File: src/rtl/wg_pkg.sv
package wg_pkg;
  localparam int TOK_W = 8;

  typedef enum logic [1:0] {
    ST_IDLE   = 2'd0,
    ST_CLOSED = 2'd1,
    ST_OPEN   = 2'd2
  } win_st_e;

  localparam int A_CTRL  = 0;
  localparam int A_CLEN  = 1;
  localparam int A_OLEN  = 2;
  localparam int A_TOKEN = 3;
  localparam int A_CLEAR = 4;

  // One shift of the answer generator: feedback is the parity of the tapped bits.
  function automatic logic [TOK_W-1:0] lfsr_step(input logic [TOK_W-1:0] v,
                                                 input logic [TOK_W-1:0] taps);
    return {v[TOK_W-2:0], ^(v & taps)};
  endfunction
endpackage

File: src/rtl/wg_regs.sv
module wg_regs
  import wg_pkg::*;
#(
  parameter int DW    = 32,
  parameter int AW    = 3,
  parameter int CNT_W = 32
) (
  input  logic             clk,
  input  logic             rst_n,
  input  logic             we,
  input  logic [AW-1:0]    addr,
  input  logic [DW-1:0]    wdata,
  output logic             qa,
  output logic [CNT_W-1:0] len_c,
  output logic [CNT_W-1:0] len_o,
  output logic [TOK_W-1:0] seed,
  output logic [TOK_W-1:0] taps,
  output logic             ctrl_start,
  output logic             ctrl_stop,
  output logic             clr_to,
  output logic             clr_bad
);
  localparam int TOK_HI = 2 * TOK_W;

  logic hit_ctrl, hit_clen, hit_olen, hit_tok, hit_clr;
  logic qa_d;
  logic [CNT_W-1:0] len_c_d, len_o_d;
  logic [TOK_W-1:0] seed_d, taps_d;
  logic unused_hi;

  assign unused_hi = ^wdata[DW-1:TOK_HI];

  always_comb begin
    hit_ctrl = we && (addr == AW'(A_CTRL));
    hit_clen = we && (addr == AW'(A_CLEN));
    hit_olen = we && (addr == AW'(A_OLEN));
    hit_tok  = we && (addr == AW'(A_TOKEN));
    hit_clr  = we && (addr == AW'(A_CLEAR));
    qa_d     = hit_ctrl ? wdata[1] : qa;
    len_c_d  = hit_clen ? wdata[CNT_W-1:0] : len_c;
    len_o_d  = hit_olen ? wdata[CNT_W-1:0] : len_o;
    seed_d   = hit_tok  ? wdata[TOK_W-1:0] : seed;
    taps_d   = hit_tok  ? wdata[TOK_HI-1:TOK_W] : taps;
  end

  assign ctrl_start = hit_ctrl &  wdata[0];
  assign ctrl_stop  = hit_ctrl & ~wdata[0];
  assign clr_to     = hit_clr  &  wdata[0];
  assign clr_bad    = hit_clr  &  wdata[1];

  always_ff @(posedge clk or negedge rst_n) begin
    if (!rst_n) begin
      qa    <= 1'b0;
      len_c <= CNT_W'(5);
      len_o <= CNT_W'(4);
      seed  <= '0;
      taps  <= '0;
    end else begin
      if (hit_ctrl) qa    <= qa_d;
      if (hit_clen) len_c <= len_c_d;
      if (hit_olen) len_o <= len_o_d;
      if (hit_tok) begin
        seed <= seed_d;
        taps <= taps_d;
      end
    end
  end
endmodule

File: src/rtl/wg_timer.sv
module wg_timer #(
  parameter int CNT_W = 32
) (
  input  logic             clk,
  input  logic             rst_n,
  input  logic             load,
  input  logic [CNT_W-1:0] len,
  input  logic             run,
  output logic             zero
);
  logic [CNT_W-1:0] cnt, cnt_d;
  logic upd;

  always_comb begin
    upd   = load | (run & (cnt != '0));
    cnt_d = cnt;
    if (load)     cnt_d = (len == '0) ? '0 : len - CNT_W'(1);
    else if (upd) cnt_d = cnt - CNT_W'(1);
  end

  always_ff @(posedge clk or negedge rst_n) begin
    if (!rst_n)   cnt <= '0;
    else if (upd) cnt <= cnt_d;
  end

  assign zero = (cnt == '0);

  assert_cnt_step_R3: assert property (@(posedge clk) disable iff (!rst_n)
    (run && !load && !zero) |=> (cnt == $past(cnt) - CNT_W'(1)));
endmodule

File: src/rtl/wg_token.sv
module wg_token
  import wg_pkg::*;
(
  input  logic             clk,
  input  logic             rst_n,
  input  logic             restart,
  input  logic             accept,
  input  logic [TOK_W-1:0] seed,
  input  logic [TOK_W-1:0] taps,
  output logic [TOK_W-1:0] expect_tok,
  output logic [1:0]       ans
);
  logic [TOK_W-1:0] lfsr, lfsr_d, lfsr_nx;
  logic [1:0] ans_d;
  logic upd;

  always_comb begin
    lfsr_nx    = lfsr_step(lfsr, taps);
    expect_tok = lfsr_nx ^ {{(TOK_W-2){1'b0}}, ans};
    upd        = restart | accept;
    lfsr_d     = restart ? seed : lfsr_nx;
    ans_d      = restart ? 2'd0 : ans + 2'd1;
  end

  always_ff @(posedge clk or negedge rst_n) begin
    if (!rst_n) begin
      lfsr <= '0;
      ans  <= 2'd0;
    end else if (upd) begin
      lfsr <= lfsr_d;
      ans  <= ans_d;
    end
  end

  assert_restart_seed_R7: assert property (@(posedge clk) disable iff (!rst_n)
    restart |=> (ans == 2'd0) && (lfsr == $past(seed)));
endmodule

File: src/rtl/window_guard.sv
module window_guard
  import wg_pkg::*;
#(
  parameter int DW    = 32,
  parameter int AW    = 3,
  parameter int CNT_W = 32
) (
  input  logic          clk,
  input  logic          rst_n,
  input  logic          reg_we,
  input  logic [AW-1:0] reg_addr,
  input  logic [DW-1:0] reg_wdata,
  input  logic          kick_we,
  input  logic [7:0]    kick_byte,
  output logic          bad_irq,
  output logic          rst_req,
  output logic          timeout_seen
);
  logic [1:0] rst_pipe;
  logic       rst_s;

  always_ff @(posedge clk or negedge rst_n) begin
    if (!rst_n) rst_pipe <= 2'b00;
    else        rst_pipe <= {rst_pipe[0], 1'b1};
  end
  assign rst_s = rst_pipe[1];

  logic qa, ctrl_start, ctrl_stop, clr_to, clr_bad;
  logic [CNT_W-1:0] len_c, len_o, t_len;
  logic [TOK_W-1:0] seed, taps, tok_exp;
  logic [1:0] tok_ans, ans_nx;
  logic t_load, t_zero, t_run, tok_rst, tok_acc;
  logic ev_bad, ev_to, restart;
  logic bad_d, to_d;
  win_st_e st, st_d;

  wg_regs #(.DW(DW), .AW(AW), .CNT_W(CNT_W)) u_regs (
    .clk(clk), .rst_n(rst_s), .we(reg_we), .addr(reg_addr), .wdata(reg_wdata),
    .qa(qa), .len_c(len_c), .len_o(len_o), .seed(seed), .taps(taps),
    .ctrl_start(ctrl_start), .ctrl_stop(ctrl_stop), .clr_to(clr_to), .clr_bad(clr_bad));

  wg_timer #(.CNT_W(CNT_W)) u_timer (
    .clk(clk), .rst_n(rst_s), .load(t_load), .len(t_len), .run(t_run), .zero(t_zero));

  wg_token u_token (
    .clk(clk), .rst_n(rst_s), .restart(tok_rst), .accept(tok_acc),
    .seed(seed), .taps(taps), .expect_tok(tok_exp), .ans(tok_ans));

  assign t_run  = (st != ST_IDLE);
  assign ans_nx = tok_ans + 2'd1;

  always_comb begin
    st_d    = st;
    t_load  = 1'b0;
    t_len   = len_c;
    tok_rst = 1'b0;
    tok_acc = 1'b0;
    ev_bad  = 1'b0;
    ev_to   = 1'b0;
    restart = 1'b0;
    if (ctrl_start) begin
      restart = 1'b1;
    end else if (ctrl_stop) begin
      st_d = ST_IDLE;
    end else begin
      case (st)
        ST_CLOSED: begin
          if (kick_we) begin
            if (qa && (tok_ans != 2'd3) && (kick_byte == tok_exp)) begin
              tok_acc = 1'b1;
              if (t_zero) begin
                if (ans_nx == 2'd3) begin
                  st_d   = ST_OPEN;
                  t_load = 1'b1;
                  t_len  = len_o;
                end else begin
                  ev_bad  = 1'b1;
                  restart = 1'b1;
                end
              end
            end else begin
              ev_bad  = 1'b1;
              restart = 1'b1;
            end
          end else if (t_zero) begin
            if (qa && (tok_ans != 2'd3)) begin
              ev_bad  = 1'b1;
              restart = 1'b1;
            end else begin
              st_d   = ST_OPEN;
              t_load = 1'b1;
              t_len  = len_o;
            end
          end
        end
        ST_OPEN: begin
          if (kick_we) begin
            restart = 1'b1;
            if (qa && (kick_byte != tok_exp)) ev_bad = 1'b1;
          end else if (t_zero) begin
            ev_to   = 1'b1;
            restart = 1'b1;
          end
        end
        default: ;
      endcase
    end
    if (restart) begin
      st_d    = ST_CLOSED;
      t_load  = 1'b1;
      t_len   = len_c;
      tok_rst = 1'b1;
    end
  end

  always_comb begin
    bad_d = ev_bad | ev_to | (bad_irq & ~clr_bad);
    to_d  = ev_to | (timeout_seen & ~clr_to);
  end

  always_ff @(posedge clk or negedge rst_s) begin
    if (!rst_s) begin
      st           <= ST_IDLE;
      bad_irq      <= 1'b0;
      rst_req      <= 1'b0;
      timeout_seen <= 1'b0;
    end else begin
      st           <= st_d;
      bad_irq      <= bad_d;
      rst_req      <= ev_to;
      timeout_seen <= to_d;
    end
  end

  assert_rst_single_R6: assert property (@(posedge clk) disable iff (!rst_s)
    rst_req |=> !rst_req);
  assert_to_flags_R6: assert property (@(posedge clk) disable iff (!rst_s)
    rst_req |-> (timeout_seen && bad_irq));
  assert_open_three_R11: assert property (@(posedge clk) disable iff (!rst_s)
    (st == ST_OPEN && qa) |-> (tok_ans == 2'd3));
  assert_idle_quiet_R12: assert property (@(posedge clk) disable iff (!rst_s)
    (st == ST_IDLE) |=> !rst_req);
  assert_stop_idle_R12: assert property (@(posedge clk) disable iff (!rst_s)
    ctrl_stop |=> (st == ST_IDLE) && !rst_req);
  assert_bad_hold_R13: assert property (@(posedge clk) disable iff (!rst_s)
    (bad_irq && !clr_bad) |=> bad_irq);
endmodule

File: config.mk
export PLATFORM = sky130hd
export DESIGN_NAME = window_guard
export DESIGN_NICKNAME = d
export VERILOG_FILES = /design/src/rtl/wg_pkg.sv /design/src/rtl/wg_regs.sv /design/src/rtl/wg_timer.sv /design/src/rtl/wg_token.sv /design/src/rtl/window_guard.sv
export SDC_FILE = /design/constraint.sdc
export NUM_CORES = 1
export LEC_CHECK = 0
export ABC_AREA = 1
export ABC_CLOCK_PERIOD_IN_PS = 8470
export BUFFER_PORTS_ARGS = -buffer_cell sky130_fd_sc_hd__buf_2
export CAP_MARGIN = 20
export CORE_MARGIN = 3
export CORE_UTILIZATION = 35
export DETAILED_ROUTE_END_ITERATION = 16
export PLACE_DENSITY = 0.57
export SLEW_MARGIN = 20
export SYNTH_ARGS = -nofsm -noshare
export SYNTH_HDL_FRONTEND = slang
export SYNTH_SLANG_ARGS = --single-unit
export TNS_END_PERCENT = 50
File: constraint.sdc
create_clock -name clk -period 8.47 [get_ports clk]
set_input_delay 0.4235 -clock clk [delete_from_list [all_inputs] [get_ports clk]]
set_output_delay 0.4235 -clock clk [all_outputs]
set_load 0.005 [all_outputs]
==> results.py, run 1 <==
metrics = {
    "outcome": {
        "status": "finished clean",
    },
    "global_route": {
        "overflow": 0,
        "antenna_found_initial": 0,
        "grt_pass1_vias": 8480,
        "grt_pass1_wl_mm": 43.7,
        "grtUsageTotal": 0.182,
        "grt_start_max_net_pins": 71,
    },
    "route": {
        "vias": 9186,
        "dr.pass1.iters": 5,
        "wl_met3_um": 943,
        "top_layer": "met4",
        "wl_per_cell_um": 14.4,
        "postRouteWirelength_mm": 26.1,
        "drtAntennaViolNets": 0,
        "met2_length_mm": 11.4,
        "drc": 0,
        "drt_iter0_markers": 755,
        "wl_met1_mm": 13.4,
        "viasPerCell": 5.06,
    },
    "worst_hold_path": {
        "min-delay-start": "reg_wdata[27]",
        "hold_path_class": "primary input to flop",
        "hold_end": "u_regs.len_o[27]$_DFFE_PN0P_",
        "holdPathStages": 3,
    },
    "clock_network": {
        "clk_pin_slew_ps": 60,
        "htree_levels": 4,
        "cts_tree": "yes",
        "clk_latency_ps": 430,
        "numCtsBuffers": 17,
        "clockBufferDepth": 2,
        "cts.sinks": 130,
        "root_buffer": "clkbuf_16",
        "postCtsSetupBuffers": 0,
    },
    "finish": {
        "fillers": 2875,
        "layout_common_cells": "394 x nand2_1, 188 x o21ai_0, 171 x nor2_1",
        "drive_gt1_frac": 0.119,
        "areaGrowthSynthToFinish_pct": 9.90,
        "layout_commonest_cell": "nand2_1",
        "nets": 1518,
        "n_antenna_cell": 0,
        "stdcell_count": 1817,
    },
    "placement": {
        "place_worst_setup_slack_ps": 3350,
        "dp.cells": 1784,
        "place.port_buffers": 49,
        "post-dp-hpwl_mm": 18.4,
        "gp_congestion": 0.923,
    },
    "power_and_ir_drop": {
        "peakVddDrop_mv": 0.110,
        "power_mw": 3.23,
        "p_leak_nw": 4.72,
        "powerDensity_nw_per_um2": 306,
    },
    "die": {
        "chipHeight_um": 172,
        "core-area_um2": 27000,
        "rows": 60,
        "ioPinCount": 50,
        "start_util": 0.356,
        "die_area_um2": 29500,
        "die_w_um": 172,
    },
    "worst_setup_path": {
        "start_kind": "flop",
        "path_class": "flop to flop",
        "r2r-end": "u_timer.cnt[1]$_DFFE_PN0P_",
        "cp_max_fo": 65,
        "rrSetupSlack_ps": 3350,
        "reg2reg_from": "u_timer.cnt[11]$_DFFE_PN0P_",
        "r2r_cells": 21,
        "cp.required_ps": 8780,
        "cp-end-kind": "flop",
        "cp.arrival_ps": 5420,
    },
    "run": {
        "cap_violations": 0,
    },
    "sta": {
        "rsz0062_at_grt": "false",
        "timing.setup.tns_ps": 0,
        "relSlewSlack": 0.311,
        "setup_violations": 0,
        "fin_ws_ps": 3350,
        "max_freq_ghz": 0.195,
        "period_needed_ps": 5120,
        "timing.final.crit_share": 0.604,
        "hold_viol_final": 0,
        "fin_skew_ps": 15.0,
        "maxSlewViolCount": 0,
        "worstMarginPinSlew_ps": 1030,
    },
    "yosys": {
        "ys_types": 46,
        "synth_edf_count": 0,
        "synth-seq-area-share": 0.339,
        "synth-async-reset-ratio": 1.00,
        "synth_area_per_cell_um2": 6.61,
        "syn_inst": 1454,
        "ys_seq_elements": 130,
        "ys.flop_type": "dfrtp_1",
        "syn_area_um2": 9610,
        "syn_nets": 1509,
        "ys_warn_count": 0,
    },
}
## Yosys cell counts, types with 12 or more instances
| cell | number | area, um2 |
|---|---|---|
| o21ai_1 | 13 | 65.1 |
| dfrtp_1 | 127 | 3180 |
| a211oi_1 | 16 | 120 |
| nand3_1 | 89 | 445 |
| nand4_1 | 12 | 75.1 |
| inv_1 | 130 | 488 |
| buf_6 | 13 | 146 |
| o21ai_0 | 188 | 941 |
| nand2_1 | 394 | 1480 |
| nor2_1 | 173 | 649 |
| xor2_1 | 16 | 140 |
| nor2_2 | 17 | 106 |
| buf_2 | 14 | 70.1 |
| clkbuf_1 | 36 | 135 |
| a211oi_2 | 12 | 150 |
| nand2_2 | 16 | 100 |
| a21oi_1 | 78 | 390 |
## sequential cells by signal, indices dropped and copies added, names as in the netlist
name	flops
u_regs.len_c	32
st	2
rst_pipe	2
bad_irq	1
timeout_seen	1
u_token.ans	2
u_token.lfsr	8
rst_req	1
u_regs.len_o	32
u_timer.cnt	32
u_regs.taps	8
u_regs.qa	1
u_regs.seed	8
## critical path, stage by stage (launching register included)
cell	delay [ps]
dfrtp_1	420
nor2_2	170
nand2_2	100
nor2_4	180
nand4_1	160
nor2_4	100
buf_4	490
nand2_1	90
nand4_1	110
nand2_1	50
nand2_1	80
nand2_1	70
nand2_2	80
nand2_4	240
nand2_1	490
inv_2	200
nand2_1	690
inv_2	390
o21ai_2	170
buf_4	340
o21ai_0	140
o21a_1	210
## report_power, final
group          total (mW)  internal [mW]  switching (mW)
Clock               0.730          0.411           0.319
Sequential           1.00          0.807           0.194
Combinational        1.50          0.511           0.990
Total                3.23           1.73            1.50
## kinds of logic (layout without fill, tap and decap cells)
group	Yosys count	count (layout)	share of synthesized area
DFF	130	130	0.339
AOI/OAI and AO/OA	341	341	0.200
adders and majority gates	8	8	0.0104
other	1	1	0.000390
buffers and inverters	209	231	0.0952
xor gates and xnor gates	26	26	0.0237
and+or+nand+nor	739	739	0.332
## metrics by stage
stage / hold slack, ps / area, um2 / util
after floorplan: 128 / 9610 / -
after global placement: 211 / 9980 / 0.370
after detailed placement: 212 / 9980 / 0.370
after CTS: 251 / 10600 / 0.392
after global routing: 266 / 10600 / 0.392
final: 259 / 10600 / 0.392
## what timing repair did
action                     CTS  global route
gates resized for setup      0             0
hold buffers                 1             0
hold endpoints to repair     2             0
setup endpoints to repair    0             0
## layout make-up
type                       count  area, um2  share of cell area
multi-input combinational   1115       5460               0.517
timing repair buffer          59        323              0.0306
clock inverter                15        143              0.0135
tap                          341        427              0.0404
clock buffer                  17        425              0.0403
inverter                     140        526              0.0498
sequential                   130       3260               0.309
## worst max-delay path by stage
stage | start | end | slack [ps] | cells after the start
6_report | u_timer.cnt[11]$_DFFE_PN0P_ | u_timer.cnt[1]$_DFFE_PN0P_ | 3350 | 21
5_1_grt | u_timer.cnt[24]$_DFFE_PN0P_ | u_timer.cnt[1]$_DFFE_PN0P_ | 2810 | 21
4_1_cts | u_timer.cnt[11]$_DFFE_PN0P_ | u_timer.cnt[1]$_DFFE_PN0P_ | 3310 | 21
3_5_place_dp | u_timer.cnt[11]$_DFFE_PN0P_ | u_timer.cnt[1]$_DFFE_PN0P_ | 3350 | 21
3_3_place_gp | u_timer.cnt[11]$_DFFE_PN0P_ | u_timer.cnt[1]$_DFFE_PN0P_ | 3430 | 21
2_1_floorplan | rst_pipe[1]$_DFF_PN0_ | bad_irq$_DFF_PN0_ | 4590 | 0
## layer usage
layer  track usage  vias to the layer above
met1         0.272                     4215
met4        0.0455                        0
met2         0.275                      187
met5             0                        -
met3        0.0257                       21
li1              -                     4763
Note: power is estimated with default switching activity, not from simulation.
==> run 2: changes to the inputs <==
--- a/config.mk
+++ b/config.mk
@@ -6,13 +6,13 @@
 export NUM_CORES = 1
 export LEC_CHECK = 0
 export ABC_AREA = 1
-export ABC_CLOCK_PERIOD_IN_PS = 8470
+export ABC_CLOCK_PERIOD_IN_PS = 4410
 export BUFFER_PORTS_ARGS = -buffer_cell sky130_fd_sc_hd__buf_2
 export CAP_MARGIN = 20
 export CORE_MARGIN = 3
 export CORE_UTILIZATION = 35
 export DETAILED_ROUTE_END_ITERATION = 16
-export PLACE_DENSITY = 0.57
+export PLACE_DENSITY = 0.58
 export SLEW_MARGIN = 20
 export SYNTH_ARGS = -nofsm -noshare
 export SYNTH_HDL_FRONTEND = slang
==> constraint.sdc (replaced) <==
create_clock -name clk -period 4.41 [get_ports clk]
set_input_delay 0.2205 -clock clk [delete_from_list [all_inputs] [get_ports clk]]
set_output_delay 0.2205 -clock clk [all_outputs]
set_load 0.005 [all_outputs]
==> results.py, run 2 (synthesis gave the netlist of run 1 again) <==
metrics = {
    "sta": {
        "fin_ws_ps": 560,
        "maxSlewViolCount": 0,
        "period_needed_ps": 3850,
        "hold_viol_final": 0,
        "worstMarginPinSlew_ps": 804,
        "timing.setup.tns_ps": 0,
        "relSlewSlack": 0.464,
        "max_freq_ghz": 0.260,
        "timing.final.crit_share": 0.873,
        "rsz0062_at_grt": "false",
        "setup_violations": 0,
        "fin_skew_ps": 12.3,
    },
    "route": {
        "postRouteWirelength_mm": 26.5,
        "drt_iter0_markers": 690,
        "dr.pass1.iters": 7,
        "drc": 0,
        "drtAntennaViolNets": 0,
        "viasPerCell": 5.08,
        "vias": 9269,
        "wl_per_cell_um": 14.5,
    },
    "finish": {
        "areaGrowthSynthToFinish_pct": 11.4,
        "layout_commonest_cell": "nand2_1",
        "nets": 1525,
        "reg.largest.list": "u_regs.len_c (32), u_regs.len_o (32), u_timer.cnt (32)",
        "n_antenna_cell": 0,
        "layout_common_cells": "394 x nand2_1, 188 x o21ai_0, 171 x nor2_1",
        "final_core_util": 0.397,
        "drive_gt1_frac": 0.123,
    },
    "placement": {
        "place_worst_setup_slack_ps": 593,
        "place.port_buffers": 49,
        "gp_congestion": 0.924,
        "post-dp-hpwl_mm": 18.6,
    },
    "die": {
        "chipHeight_um": 172,
        "core-area_um2": 27000,
        "die_area_um2": 29500,
        "ioPinCount": 50,
        "die_w_um": 172,
        "rows": 60,
        "start_util": 0.356,
    },
    "global_route": {
        "grt_pass1_wl_mm": 44.3,
        "grt_start_max_net_pins": 129,
        "grt_pass1_vias": 8574,
        "grtUsageTotal": 0.185,
        "antenna_found_initial": 0,
        "overflow": 0,
    },
    "clock_network": {
        "postCtsSetupBuffers": 0,
        "clockBufferDepth": 2,
        "numCtsBuffers": 17,
        "root_buffer": "clkbuf_16",
        "cts_resized": 0,
        "clk_latency_ps": 430,
        "clk_pin_slew_ps": 60,
        "cts_tree": "yes",
        "hold_buffers": 1,
        "cts.sinks": 130,
        "htree_levels": 4,
    },
    "worst_setup_path": {
        "cp.required_ps": 4760,
        "cp.arrival_ps": 4200,
        "cp_max_fo": 41,
        "cp-end-kind": "flop",
        "path_class": "flop to flop",
        "start_kind": "flop",
    },
    "power_and_ir_drop": {
        "p_int_mw": 3.51,
        "peakVddDrop_mv": 0.226,
        "powerDensity_nw_per_um2": 604,
        "p_sw_frac": 0.456,
        "combinationalPowerShare": 0.458,
        "p_seq_frac": 0.295,
        "p_leak_nw": 4.79,
        "clockPowerShare": 0.247,
        "power.switching_mw": 2.94,
    },
    "worst_hold_path": {
        "hold_path_class": "primary input to flop",
    },
    "outcome": {
        "status": "finished clean",
    },
    "run": {
        "cap_violations": 0,
    },
}
-- run 2: layout make-up --
cell class / instances / area [um2]
multi-input combinational: 1115 / 5460
inverter: 140 / 526
sequential: 130 / 3260
clock buffer: 17 / 425
timing repair buffer: 66 / 388
tap: 341 / 427
fill: 2847 / 16300
clock inverter: 15 / 219
-- run 2: critical path, stage by stage, from the launching register on --
cell,delay (ps)
dfrtp_1,440
nand2_1,130
inv_1,60
nand2_1,70
nand2_1,70
nand2_1,60
nand2_1,60
nand2_1,90
nand3_1,90
nand2_2,130
nand3_2,120
inv_2,280
buf_4,400
o21ai_0,130
a21oi_1,150
nand3_1,90
nand2_1,220
nor2_1,90
nand2_1,140
nor2_2,50
nand3_2,130
nor2_4,60
nor2_8,300
nand3_1,200
a21oi_1,170
-- run 2: routing by layer --
layer	global-route usage	wire, um	vias up	share of wire
met5	0	0	-	0
met4	0.0493	258	0	0.0098
met3	0.0232	899	16	0.034
met2	0.288	12000	170	0.45
met1	0.271	13300	4300	0.50
li1	-	-	4783	-
-- run 2: worst paths after layout --
path | from | end | slack (ps) | cells after the start
setup reg to reg | u_token.lfsr[0]$_DFFE_PN0P_ | u_timer.cnt[29]$_DFFE_PN0P_ | 560 | 24
max in group asynchronous | rst_pipe[1]$_DFF_PN0_ | u_token.lfsr[2]$_DFFE_PN0P_ | 3370 | 1
setup / recovery | u_token.lfsr[0]$_DFFE_PN0P_ | u_timer.cnt[29]$_DFFE_PN0P_ | 560 | 24
min in group asynchronous | rst_n | rst_pipe[1]$_DFF_PN0_ | 100 | 2
hold reg to reg | rst_pipe[0]$_DFF_PN0_ | rst_pipe[1]$_DFF_PN0_ | 360 | 0
hold / removal | reg_wdata[17] | u_regs.len_c[17]$_DFFE_PN0P_ | 60 | 3
-- run 2: metrics by stage --
step | cells | hold slack [ps] | power (mW) | area (um2)
global placement | 1791 | 7.58 | 4.83 | 10000
global route | 1824 | 68.3 | 7.00 | 10700
detailed placement | 1791 | 9.17 | 4.85 | 10000
floorplan | 1454 | -75.1 | 4.17 | 9610
finish | 1824 | 55.3 | 6.46 | 10700
CTS | 1824 | 43.2 | 6.47 | 10700
-- run 2: power groups by stage --
stage | registers, mW | logic [mW] | clock network, mW
after floorplan | 1.83 | 2.34 | 0
after global placement | 1.91 | 2.92 | 0
after detailed placement | 1.92 | 2.93 | 0
after CTS | 1.90 | 2.95 | 1.62
after global routing | 1.96 | 3.36 | 1.67
final | 1.90 | 2.96 | 1.60
